<file path="config.mk">
export PLATFORM = sky130hd
export DESIGN_NAME = prio_intc
export DESIGN_NICKNAME = d
export VERILOG_FILES = /design/src/rtl/prio_intc_pkg.sv /design/src/rtl/intc_src_regs.sv /design/src/rtl/intc_arbiter.sv /design/src/rtl/intc_prio_stack.sv /design/src/rtl/prio_intc.sv
export SDC_FILE = /design/constraint.sdc
export NUM_CORES = 2
export LEC_CHECK = 0
export ABC_CLOCK_PERIOD_IN_PS = 334600
export BUFFER_PORTS_ARGS = -buffer_cell sky130_fd_sc_hd__buf_2
export CORE_UTILIZATION = 35
export CTS_CLUSTER_DIAMETER = 40
export CTS_CLUSTER_SIZE = 25
export DETAILED_ROUTE_END_ITERATION = 12
export PLACE_DENSITY = 0.57
export SLEW_MARGIN = 15
export SYNTH_ARGS = -nofsm -noshare
export SYNTH_HDL_FRONTEND = slang
export SYNTH_HIERARCHICAL = 1
export SYNTH_SLANG_ARGS = --single-unit
</file>
<file path="constraint.sdc">
create_clock -name clk -period 334.6 [get_ports clk]
set_input_delay 33.46 -clock clk [delete_from_list [all_inputs] [get_ports clk]]
set_output_delay 33.46 -clock clk [all_outputs]
set_load 0.02 [all_outputs]
</file>
<file path="src/rtl/prio_intc_pkg.sv">
// Package: shared defaults, register addresses and stack operation codes
// for the prioritized interrupt controller.
package prio_intc_pkg;
    localparam int NUM_HW_DEF    = 114;
    localparam int NUM_SW_DEF    = 8;
    localparam int PRIO_W_DEF    = 4;
    localparam int VEC_W_DEF     = 9;
    localparam int DEPTH_DEF     = 16;
    localparam int ADDR_W_DEF    = 8;
    localparam int DATA_W_DEF    = 8;

    // Register map outside the per-source priority range.
    localparam int ADDR_CUR_PRIO = 'h80;
    localparam int ADDR_SW_SET   = 'h81;
    localparam int ADDR_SW_CLR   = 'h82;

    // Operation applied to the priority stack in one cycle.
    typedef enum logic [1:0] {
        STK_NONE = 2'd0,
        STK_PUSH = 2'd1,
        STK_POP  = 2'd2,
        STK_SWAP = 2'd3
    } stk_op_e;
endpackage

</file>
<file path="src/rtl/intc_src_regs.sv">
// Source register file.
// Holds the first pipeline stage of the peripheral lines, the software
// request bits and one priority register per source. Produces the pending
// mask, where a source only counts when its priority is nonzero.
// Assumes the source count stays below the first control address and
// that the software bit count is at most the data width.
module intc_src_regs #(
    parameter int NUM_HW   = 114,
    parameter int NUM_SW   = 8,
    parameter int PRIO_W   = 4,
    parameter int ADDR_W   = 8,
    parameter int DATA_W   = 8,
    parameter int ADDR_SET = 'h81,
    parameter int ADDR_CLR = 'h82,
    localparam int NUM_SRC = NUM_HW + NUM_SW
) (
    input  logic              clk,
    input  logic              rst_n,
    input  logic [NUM_HW-1:0] irq_in,
    input  logic              wr,
    input  logic [ADDR_W-1:0] addr,
    input  logic [DATA_W-1:0] wdata,
    output logic [PRIO_W-1:0] prio_o [NUM_SRC],
    output logic [NUM_SW-1:0] sw_o,
    output logic [NUM_SRC-1:0] pend_o
);
    logic [NUM_HW-1:0]  hw_q;
    logic [NUM_SW-1:0]  sw_q;
    logic [NUM_SRC-1:0] raw;

    // Stage one: capture the peripheral lines.
    always_ff @(posedge clk) begin
        if (!rst_n) hw_q <= '0;
        else        hw_q <= irq_in;
    end

    // Software request bits: set and clear by mask writes.
    always_ff @(posedge clk) begin
        if (!rst_n)
            sw_q <= '0;
        else if (wr && addr == ADDR_W'(ADDR_SET))
            sw_q <= sw_q | wdata[NUM_SW-1:0];
        else if (wr && addr == ADDR_W'(ADDR_CLR))
            sw_q <= sw_q & ~wdata[NUM_SW-1:0];
    end

    assign raw  = {sw_q, hw_q};
    assign sw_o = sw_q;

    for (genvar i = 0; i < NUM_SRC; i++) begin : g_src
        logic [PRIO_W-1:0] prio_q;
        // Per-source priority register written at its own address.
        always_ff @(posedge clk) begin
            if (!rst_n)
                prio_q <= '0;
            else if (wr && addr == ADDR_W'(i))
                prio_q <= wdata[PRIO_W-1:0];
        end
        assign prio_o[i] = prio_q;
        assign pend_o[i] = raw[i] && (prio_q != '0);
    end
endmodule

</file>
<file path="src/rtl/intc_arbiter.sv">
// Priority arbiter.
// Finds the pending source with the highest priority and breaks ties
// toward the lowest index. The result is registered, which forms
// pipeline stage two. Assumes pending sources all have nonzero priority.
module intc_arbiter #(
    parameter int NUM_SRC = 122,
    parameter int PRIO_W  = 4,
    parameter int VEC_W   = 9
) (
    input  logic               clk,
    input  logic               rst_n,
    input  logic [NUM_SRC-1:0] pend,
    input  logic [PRIO_W-1:0]  prio [NUM_SRC],
    output logic               win_valid,
    output logic [PRIO_W-1:0]  win_prio,
    output logic [VEC_W-1:0]   win_vec
);
    logic [PRIO_W-1:0] best_p;
    logic [VEC_W-1:0]  best_i;

    // Scan from high index to low so that equal priorities settle on the lowest index.
    always_comb begin
        best_p = '0;
        best_i = '0;
        for (int i = NUM_SRC - 1; i >= 0; i--) begin
            if (pend[i] && prio[i] >= best_p) begin
                best_p = prio[i];
                best_i = VEC_W'(i);
            end
        end
    end

    // Stage two: register the winner.
    always_ff @(posedge clk) begin
        if (!rst_n) begin
            win_valid <= 1'b0;
            win_prio  <= '0;
            win_vec   <= '0;
        end else begin
            win_valid <= |pend;
            win_prio  <= best_p;
            win_vec   <= best_i;
        end
    end
endmodule

</file>
<file path="src/rtl/intc_prio_stack.sv">
// Current priority register with a LIFO of preempted priorities.
// A push saves the current level and loads a new one. A pop restores the
// saved level. A swap loads a new level and keeps the depth. Overflow and
// underflow set a sticky error and change nothing else. A software write
// applies only in a cycle without a stack operation.
module intc_prio_stack
    import prio_intc_pkg::*;
#(
    parameter int PRIO_W = 4,
    parameter int DEPTH  = 16,
    localparam int IDX_W   = $clog2(DEPTH),
    localparam int DEPTH_W = $clog2(DEPTH + 1)
) (
    input  logic               clk,
    input  logic               rst_n,
    input  stk_op_e            op,
    input  logic [PRIO_W-1:0]  load_prio,
    input  logic               sw_wr,
    input  logic [PRIO_W-1:0]  sw_prio,
    output logic [PRIO_W-1:0]  cur_prio,
    output logic [DEPTH_W-1:0] depth,
    output logic               err
);
    logic [PRIO_W-1:0] mem [DEPTH];
    logic              full, empty;
    logic [IDX_W-1:0]  top_idx;

    assign full    = (depth == DEPTH_W'(DEPTH));
    assign empty   = (depth == '0);
    assign top_idx = IDX_W'(depth - DEPTH_W'(1));

    // Stack storage: written on an accepted push only.
    always_ff @(posedge clk) begin
        if (op == STK_PUSH && !full)
            mem[depth[IDX_W-1:0]] <= cur_prio;
    end

    // Current level, depth and sticky error.
    always_ff @(posedge clk) begin
        if (!rst_n) begin
            cur_prio <= '0;
            depth    <= '0;
            err      <= 1'b0;
        end else begin
            case (op)
                STK_PUSH: begin
                    if (full) err <= 1'b1;
                    else begin
                        depth    <= depth + DEPTH_W'(1);
                        cur_prio <= load_prio;
                    end
                end
                STK_POP: begin
                    if (empty) err <= 1'b1;
                    else begin
                        depth    <= depth - DEPTH_W'(1);
                        cur_prio <= mem[top_idx];
                    end
                end
                STK_SWAP: begin
                    if (empty) err <= 1'b1;
                    else       cur_prio <= load_prio;
                end
                default: begin
                    if (sw_wr) cur_prio <= sw_prio;
                end
            endcase
        end
    end
endmodule

</file>
<file path="src/rtl/prio_intc.sv">
// Top of the preemptive prioritized interrupt controller.
// Pipeline: line capture, arbitration register, output register, so a
// line shows on the request after three edges. The request compares the
// output register with the live current priority, so it drops in the
// same cycle an acknowledge raises the level.
module prio_intc
    import prio_intc_pkg::*;
#(
    parameter int NUM_HW      = NUM_HW_DEF,
    parameter int NUM_SW      = NUM_SW_DEF,
    parameter int PRIO_W      = PRIO_W_DEF,
    parameter int VEC_W       = VEC_W_DEF,
    parameter int STACK_DEPTH = DEPTH_DEF,
    parameter int ADDR_W      = ADDR_W_DEF,
    parameter int DATA_W      = DATA_W_DEF,
    localparam int NUM_SRC    = NUM_HW + NUM_SW,
    localparam int DEPTH_W    = $clog2(STACK_DEPTH + 1)
) (
    input  logic              clk,
    input  logic              rst_n,
    input  logic [NUM_HW-1:0] irq_in,
    input  logic              reg_wr,
    input  logic [ADDR_W-1:0] reg_addr,
    input  logic [DATA_W-1:0] reg_wdata,
    output logic [DATA_W-1:0] reg_rdata,
    output logic              cpu_req,
    output logic [VEC_W-1:0]  cpu_vec,
    input  logic              cpu_ack,
    input  logic              cpu_eoi
);
    logic [PRIO_W-1:0]  src_prio [NUM_SRC];
    logic [NUM_SW-1:0]  sw_bits;
    logic [NUM_SRC-1:0] pend;
    logic               win_valid;
    logic [PRIO_W-1:0]  win_prio;
    logic [VEC_W-1:0]   win_vec;
    logic               out_valid;
    logic [PRIO_W-1:0]  out_prio;
    logic [VEC_W-1:0]   out_vec;
    logic [PRIO_W-1:0]  cur_prio;
    logic [DEPTH_W-1:0] stk_depth;
    logic               stk_err;
    logic               ack_take;
    logic               cur_wr;
    stk_op_e            stk_op;

    intc_src_regs #(
        .NUM_HW(NUM_HW), .NUM_SW(NUM_SW), .PRIO_W(PRIO_W),
        .ADDR_W(ADDR_W), .DATA_W(DATA_W),
        .ADDR_SET(ADDR_SW_SET), .ADDR_CLR(ADDR_SW_CLR)
    ) u_src (
        .clk(clk), .rst_n(rst_n), .irq_in(irq_in),
        .wr(reg_wr), .addr(reg_addr), .wdata(reg_wdata),
        .prio_o(src_prio), .sw_o(sw_bits), .pend_o(pend)
    );

    intc_arbiter #(
        .NUM_SRC(NUM_SRC), .PRIO_W(PRIO_W), .VEC_W(VEC_W)
    ) u_arb (
        .clk(clk), .rst_n(rst_n), .pend(pend), .prio(src_prio),
        .win_valid(win_valid), .win_prio(win_prio), .win_vec(win_vec)
    );

    // Stage three: output register holding the offered source.
    always_ff @(posedge clk) begin
        if (!rst_n) begin
            out_valid <= 1'b0;
            out_prio  <= '0;
            out_vec   <= '0;
        end else begin
            out_valid <= win_valid;
            out_prio  <= win_prio;
            out_vec   <= win_vec;
        end
    end

    assign cpu_req = out_valid && (out_prio > cur_prio);
    assign cpu_vec = out_vec;

    // Decode the stack operation from the processor handshake.
    always_comb begin
        ack_take = cpu_ack && cpu_req;
        if (ack_take && cpu_eoi) stk_op = STK_SWAP;
        else if (ack_take)       stk_op = STK_PUSH;
        else if (cpu_eoi)        stk_op = STK_POP;
        else                     stk_op = STK_NONE;
    end

    assign cur_wr = reg_wr && (reg_addr == ADDR_W'(ADDR_CUR_PRIO));

    intc_prio_stack #(
        .PRIO_W(PRIO_W), .DEPTH(STACK_DEPTH)
    ) u_stk (
        .clk(clk), .rst_n(rst_n), .op(stk_op), .load_prio(out_prio),
        .sw_wr(cur_wr), .sw_prio(reg_wdata[PRIO_W-1:0]),
        .cur_prio(cur_prio), .depth(stk_depth), .err(stk_err)
    );

    // Register read multiplexer.
    always_comb begin
        reg_rdata = '0;
        if (reg_addr == ADDR_W'(ADDR_CUR_PRIO)) begin
            reg_rdata[DATA_W-1]   = stk_err;
            reg_rdata[PRIO_W-1:0] = cur_prio;
        end else if (reg_addr == ADDR_W'(ADDR_SW_SET)) begin
            reg_rdata[NUM_SW-1:0] = sw_bits;
        end else begin
            for (int i = 0; i < NUM_SRC; i++) begin
                if (reg_addr == ADDR_W'(i)) reg_rdata[PRIO_W-1:0] = src_prio[i];
            end
        end
    end
endmodule

</file>
==> Yosys cells after proc, flatten, opt, wreduce, memory -nomap -nowiden <==
Memory sizes are Yosys's and may differ from the RTL's.
Index checks and enable logic that the tools add are counted.
{ "op_classes": {"add_sub_neg": 2, "order_cmp": 123, "n_eq_ne": 133, "mux": 388, "bitwise": 4, "n_reduce_logical": 515} }
{ "op_table": {"columns": ["cell", "count"], "rows": [
  ["$mux W4", 259],
  ["$reduce_bool A4 Y1", 123],
  ["$ge A4 B4 Y1", 121],
  ["$eq A8 B7 Y1 const B", 58],
  ["$mux W7", 58],
  ["$logic_and A1 B1 Y1", 373],
  ["$eq A8 B6 Y1 const B", 32],
  ["$reduce_or A122 Y1", 2],
  ["$mux W6", 32],
  ["$eq A8 B5 Y1 const B", 16],
  ["$mux W5", 18],
  ["$reduce_or A65 Y1", 1],
  ["$eq A8 B4 Y1 const B", 8],
  ["$reduce_or A33 Y1", 1],
  ["$eq A8 B3 Y1 const B", 4],
  ["$eq A8 B8 Y1 const B", 3],
  ["$reduce_or A17 Y1", 1],
  ["$eq A8 B2 Y1 const B", 2],
  ["$mux W8", 2],
  ["$mux W3", 5],
  ["$pmux W4 S3", 1],
  ["$mux W2", 5],
  ["$pmux W5 S2", 1],
  ["$reduce_or A9 Y1", 1],
  ["other kinds (25)", 38]
]} }
{ "word_totals": {"register_bits": 648, "ram_bits": 64, "input_bits": 135, "output_inout_bits": 18, "n_memories": 1} }
{ "memory_table": {"columns": ["name", "words", "word_bits", "rd", "rd_ports_with_merged_regs", "wr", "line_no", "rtl"], "rows": [
  ["u_stk.mem", 16, 4, 1, 0, 1, "intc_prio_stack.sv:24", "logic [PRIO_W-1:0] mem [DEPTH];"]
]} }

==> Logic depth before layout (Yosys ltp) <==
{ "depth": {"word_depth": 367, "depth_mapped": 1008, "depth_no_buf": 998} }

==> Modules after synthesis <==
Netlist, hierarchy kept.
{ "modules_own_cells": {"columns": ["mod", "instances", "cells_each", "area_per_inst_um2", "seq_area_each_um2"], "rows": [
  ["intc_arbiter", 1, 3866, 26606.8, 240.2],
  ["intc_src_regs", 1, 2168, 23372.4, 12211.7],
  ["prio_intc", 1, 1155, 7405.9, 280.3],
  ["intc_prio_stack", 1, 213, 3295.7, 2122.0]
]} }

==> Worst setup path before layout <==
Ideal clock, no wire load.
{ "synth_timing": {"path_type": "reg-to-reg", "start": "register u_src.g_src[121].prio_q[3]", "end": "register u_arb.win_vec[6]", "arrival_ns": 189.504, "setup_slack_ns": 144.984, "stages_incl_launch_ff": 942, "n_path_buf": 8, "path_cell_list": "dfxtp_1 -> o41a_1 -> buf_6 -> and2_1 -> ha_1 -> nor3b_2 -> o21ai_4 -> nand2_1 -> mux2_2 -> ha_1 -> nand2b_2 -> maj3_1 -> mux2i_2 -> a21o_1 -> buf_6 -> mux2_2 -> ha_1 -> nand2b_1 -> [... 906 more ...] -> ha_1 -> nand2b_1 -> a21o_1 -> a21o_1 -> a21oi_1 -> and2b_2 -> a2111oi_1 -> nand3_1 -> o221ai_1 -> ha_1 -> nand2b_1 -> a21o_1 -> a21oi_1 -> and2b_2 -> o21ai_2 -> nand3_1 -> or4_1 -> a2111oi_1"} }
{ "synth_between": {"elab_chain_cells": 367, "elab_cells_between_ends": 426} }
{ "synth_lines": {"columns": ["element", "line_no", "rtl"], "rows": [
  ["from (decl)", "intc_src_regs.sv:51", "logic [PRIO_W-1:0] prio_q;"],
  ["from (signal assigned)", "intc_src_regs.sv:57", "prio_q <= wdata[PRIO_W-1:0];"],
  ["$reduce_bool A4 Y1 (*)", "intc_src_regs.sv:60", "assign pend_o[i] = raw[i] && (prio_q != '0);"],
  ["$logic_and A1 B1 Y1 (*)", "intc_src_regs.sv:60", null],
  ["net pend[121]", "prio_intc.sv:33", "logic [NUM_SRC-1:0] pend;"],
  ["$logic_and A1 B1 Y1 (*)", "intc_arbiter.sv:26", "if (pend[i] && prio[i] >= best_p) begin"],
  ["$mux W4", "intc_arbiter.sv:26", null],
  ["$ge A4 B4 Y1", "intc_arbiter.sv:26", null],
  ["$logic_and A1 B1 Y1", "intc_arbiter.sv:26", null],
  ["$mux W4", "intc_arbiter.sv:26", null],
  ["[... 352 more ...]", null, null],
  ["$logic_and A1 B1 Y1", "intc_arbiter.sv:26", null],
  ["$mux W4", "intc_arbiter.sv:26", null],
  ["$ge A4 B4 Y1", "intc_arbiter.sv:26", null],
  ["$logic_and A1 B1 Y1", "intc_arbiter.sv:26", null],
  ["$mux W4", "intc_arbiter.sv:26", null],
  ["$ge A4 B4 Y1", "intc_arbiter.sv:26", null],
  ["$logic_and A1 B1 Y1", "intc_arbiter.sv:26", null],
  ["$reduce_or A65 Y1 (no source line)", null, null],
  ["to (signal assigned)", "intc_arbiter.sv:42", "win_vec <= best_i;"],
  ["to (decl)", "intc_arbiter.sv:16", "output logic [VEC_W-1:0] win_vec"]
]} }
Mark *: on every way through the listed nets, which the timed path passes. The rest lies on a longest branch.
A chain may end at the register's enable or synchronous reset.

==> run metrics <==
ys flop type dfxtp_1; cell family with most CP delay compound AO/OA/AOI/OAI gates; CTS Buf Count approximately 130; final setup fails 0; P&R area growth vs syn 12.2%; critical path type reg2reg; # Max-Cap Violations 1; slowest cell on the critical path o41ai_2; All-Layer GR Usage 27.1%; FF/Latch Area ~15000 um2; DR vias/cell around 6.2; Post-DRT Antenna Nets 0; Overflow after GRT 0; Multi-input gate area between 40000 and 50000 um2; antenna violations before repair 15; final wirelength between 200 and 250 mm; CTS resizes 0; DRT iter0 DRCs 7096; area leader, netlist dfxtp_1; gp weighted congestion roughly 1.0; Final Skew 0.0275 ns; Synth cell types around 190; I/O Buffers ~150; Worst Hold Class reg2reg; first-pass iteration count of the detailed router 8; core box area 172000 um2; Syn. warnings 6; post-layout net count about 8000; minimum clock period 213.69 ns; CP peak stage delay 0.78 ns; Peak Freq 4.68 MHz; CP required 335.26 ns; Die Ht about 420 um; clock-pin transition on the worst setup and hold timing paths approximately 0.05 ns; outcome complete, but fails checks; cell with the most instances after synthesis nand2_1; EDFF count, synth 64; synthesized flop and latch total 710; mapped cell area 60700 um2; die area ~180000 um2; Placed Cells incl. Taps 9628; Row Count 152; Max Slew Vio Count 9; Worst slew margin -1.25%; global-route wire length before repair 365 mm; Max Root-Sink Buffers 3; Die Span X 418 um; measured slew at the worst slew-check pin roughly 1.5 ns; top-area cell type share of the netlist area approximately a fifth; Filler cells 17500; I/O Pins 153; vias in the first global route 57400; CP startpoint kind flop; Layout Cells excl Fill just under 10000; Vias approximately 60000; later-pin clock latency in the skew report about 0.8 ns; Max FO, Critical Path 12; syn_area_per_cell 8.20 um2; RSZ-0062 raised after global routing no; synth top area cells dfxtp_1 (21%), mux2i_1 (9.4%), nand2_1 (6.7%), ha_1 (5.7%), o21ai_0 (3.4%); setup TNS 0 ns; Worst EP arrival 214.35 ns; Root Driver clkbuf_16; Pwr Total 0.000253 W; remaining routing DRC violations 0; Final Hold Viols 0; Max IR drop VDD 0.00000434 V; Power Density about 3.7 nW/um2; Leak ~26 nW; crit end category flop; HPWL Detailed 183 mm; CTS tree done; failing checks capacitance limit, slew limit; H-tree depth 4; WL/cell 25.1 um; Post-synth top cells nand2_1 (1076), dfxtp_1 (646), mux2i_1 (572), nor2_1 (435), o21ai_0 (411); fin crit share 63.9%; min-delay src u_arb/win_prio[1]; sequential-to-total area share from yosys stat 24.5%; Worst path most repeated cell ha_1; pin count of the biggest net entering global routing 121; CTS sink count ~700; layout cell share with drive strength beyond 1 16.3%; cts hold-fix bufs 0; Cells after Synth roughly 7400; Starting Density 35.3%; async set or reset register ratio after synthesis 0%; setup repair bufs after CTS 0; CP Buf/Inv Count 13
path summary, 6_finish.rpt:
path,end,slack (ns),depth (start not counted)
setup / recovery,u_arb/win_vec[6],120.91,810
hold reg to reg,out_prio[1],0.42,1
setup reg to reg,u_arb/win_vec[6],120.91,928
hold / removal,out_prio[1],0.42,1
through the flow:
| step | instance area, um2 | hold slack, ns | util (%) | worst slack (ns) |
|---|---|---|---|---|
| 2_1_floorplan | 60700 | 0.406 | - | 144.98 |
| 3_3_place_gp | 63500 | 0.408 | 36.9 | 127.75 |
| 3_5_place_dp | 63500 | 0.410 | 36.9 | 124.14 |
| 4_1_cts | 68100 | 0.422 | 39.6 | 123.25 |
| 5_1_grt | 68100 | 0.432 | 39.6 | 106.13 |
| 6_report | 68100 | 0.421 | 39.6 | 120.91 |
where the power goes:
group	switching, W	internal (W)
clock	0.0000542	0.0000838
sequential	0.00000196	0.0000875
combinational	0.0000173	0.00000837
sequential cells by signal, summed over array words and instances, names as in the netlist, named ones only:
name	cells
cpu_vec	9
out_prio	4
out_valid	1
u_arb/win_prio	4
u_arb/win_valid	1
u_arb/win_vec	7
u_src/g_src.prio_q	488
u_src/hw_q	114
u_stk/cur_prio	4
u_stk/depth	5
u_stk/err	1
u_stk/mem	64
layer usage:
metal	vias to the layer above	GRT usage, %	wire length [um]
li1	28000	-	-
met1	29300	34.1	102000
met2	3064	41.8	107000
met3	738	6.17	22700
met4	4	17.1	16600
met5	-	0	27
logic make-up (layout without fill, tap and decap cells):
group / after synthesis / after routing / share of synthesized area [%]
mux: 703 / 703 / 12.3
flops: 710 / 710 / 24.5
xor+xnor: 8 / 8 / 0.146
buf+inv: 667 / 826 / 4.84
compound gates: 2239 / 2239 / 27.8
fa+ha+maj: 329 / 329 / 6.57
simple gates: 2745 / 2745 / 23.8
other cells: 1 / 13 / 0.00618
final cells by class:
type,count,share of cell area (%)
repair buffers,234,2.06
well taps,2310,4.24
inverters,348,1.92
flip-flops and latches,710,21.8
multi-input cells,6026,63.2
clock inverters,87,1.56
clock buffers,157,5.20
diodes,11,0.0404
cell usage in the layout (no fill, tap or decap), types with 50 or more instances in the layout:
cell type and n:
edfxtp_1 64, o211ai_1 114, nand3_1 163, dfxtp_1 646
inv_1 345, clkbuf_16 135, nand2b_1 126, nor2_1 434
ha_1 275, mux2i_1 572, o21ai_1 53, o41a_1 123
a31oi_1 97, nor3_1 99, mux2_2 96, a21o_1 79
nand2_1 1071, o21ai_0 411, buf_2 147, a21oi_1 352
and2_1 193, o22ai_1 54, o21a_1 81, a211oi_1 51
buf_4 84, o31ai_1 50
(Power assumes the default switching activity.)
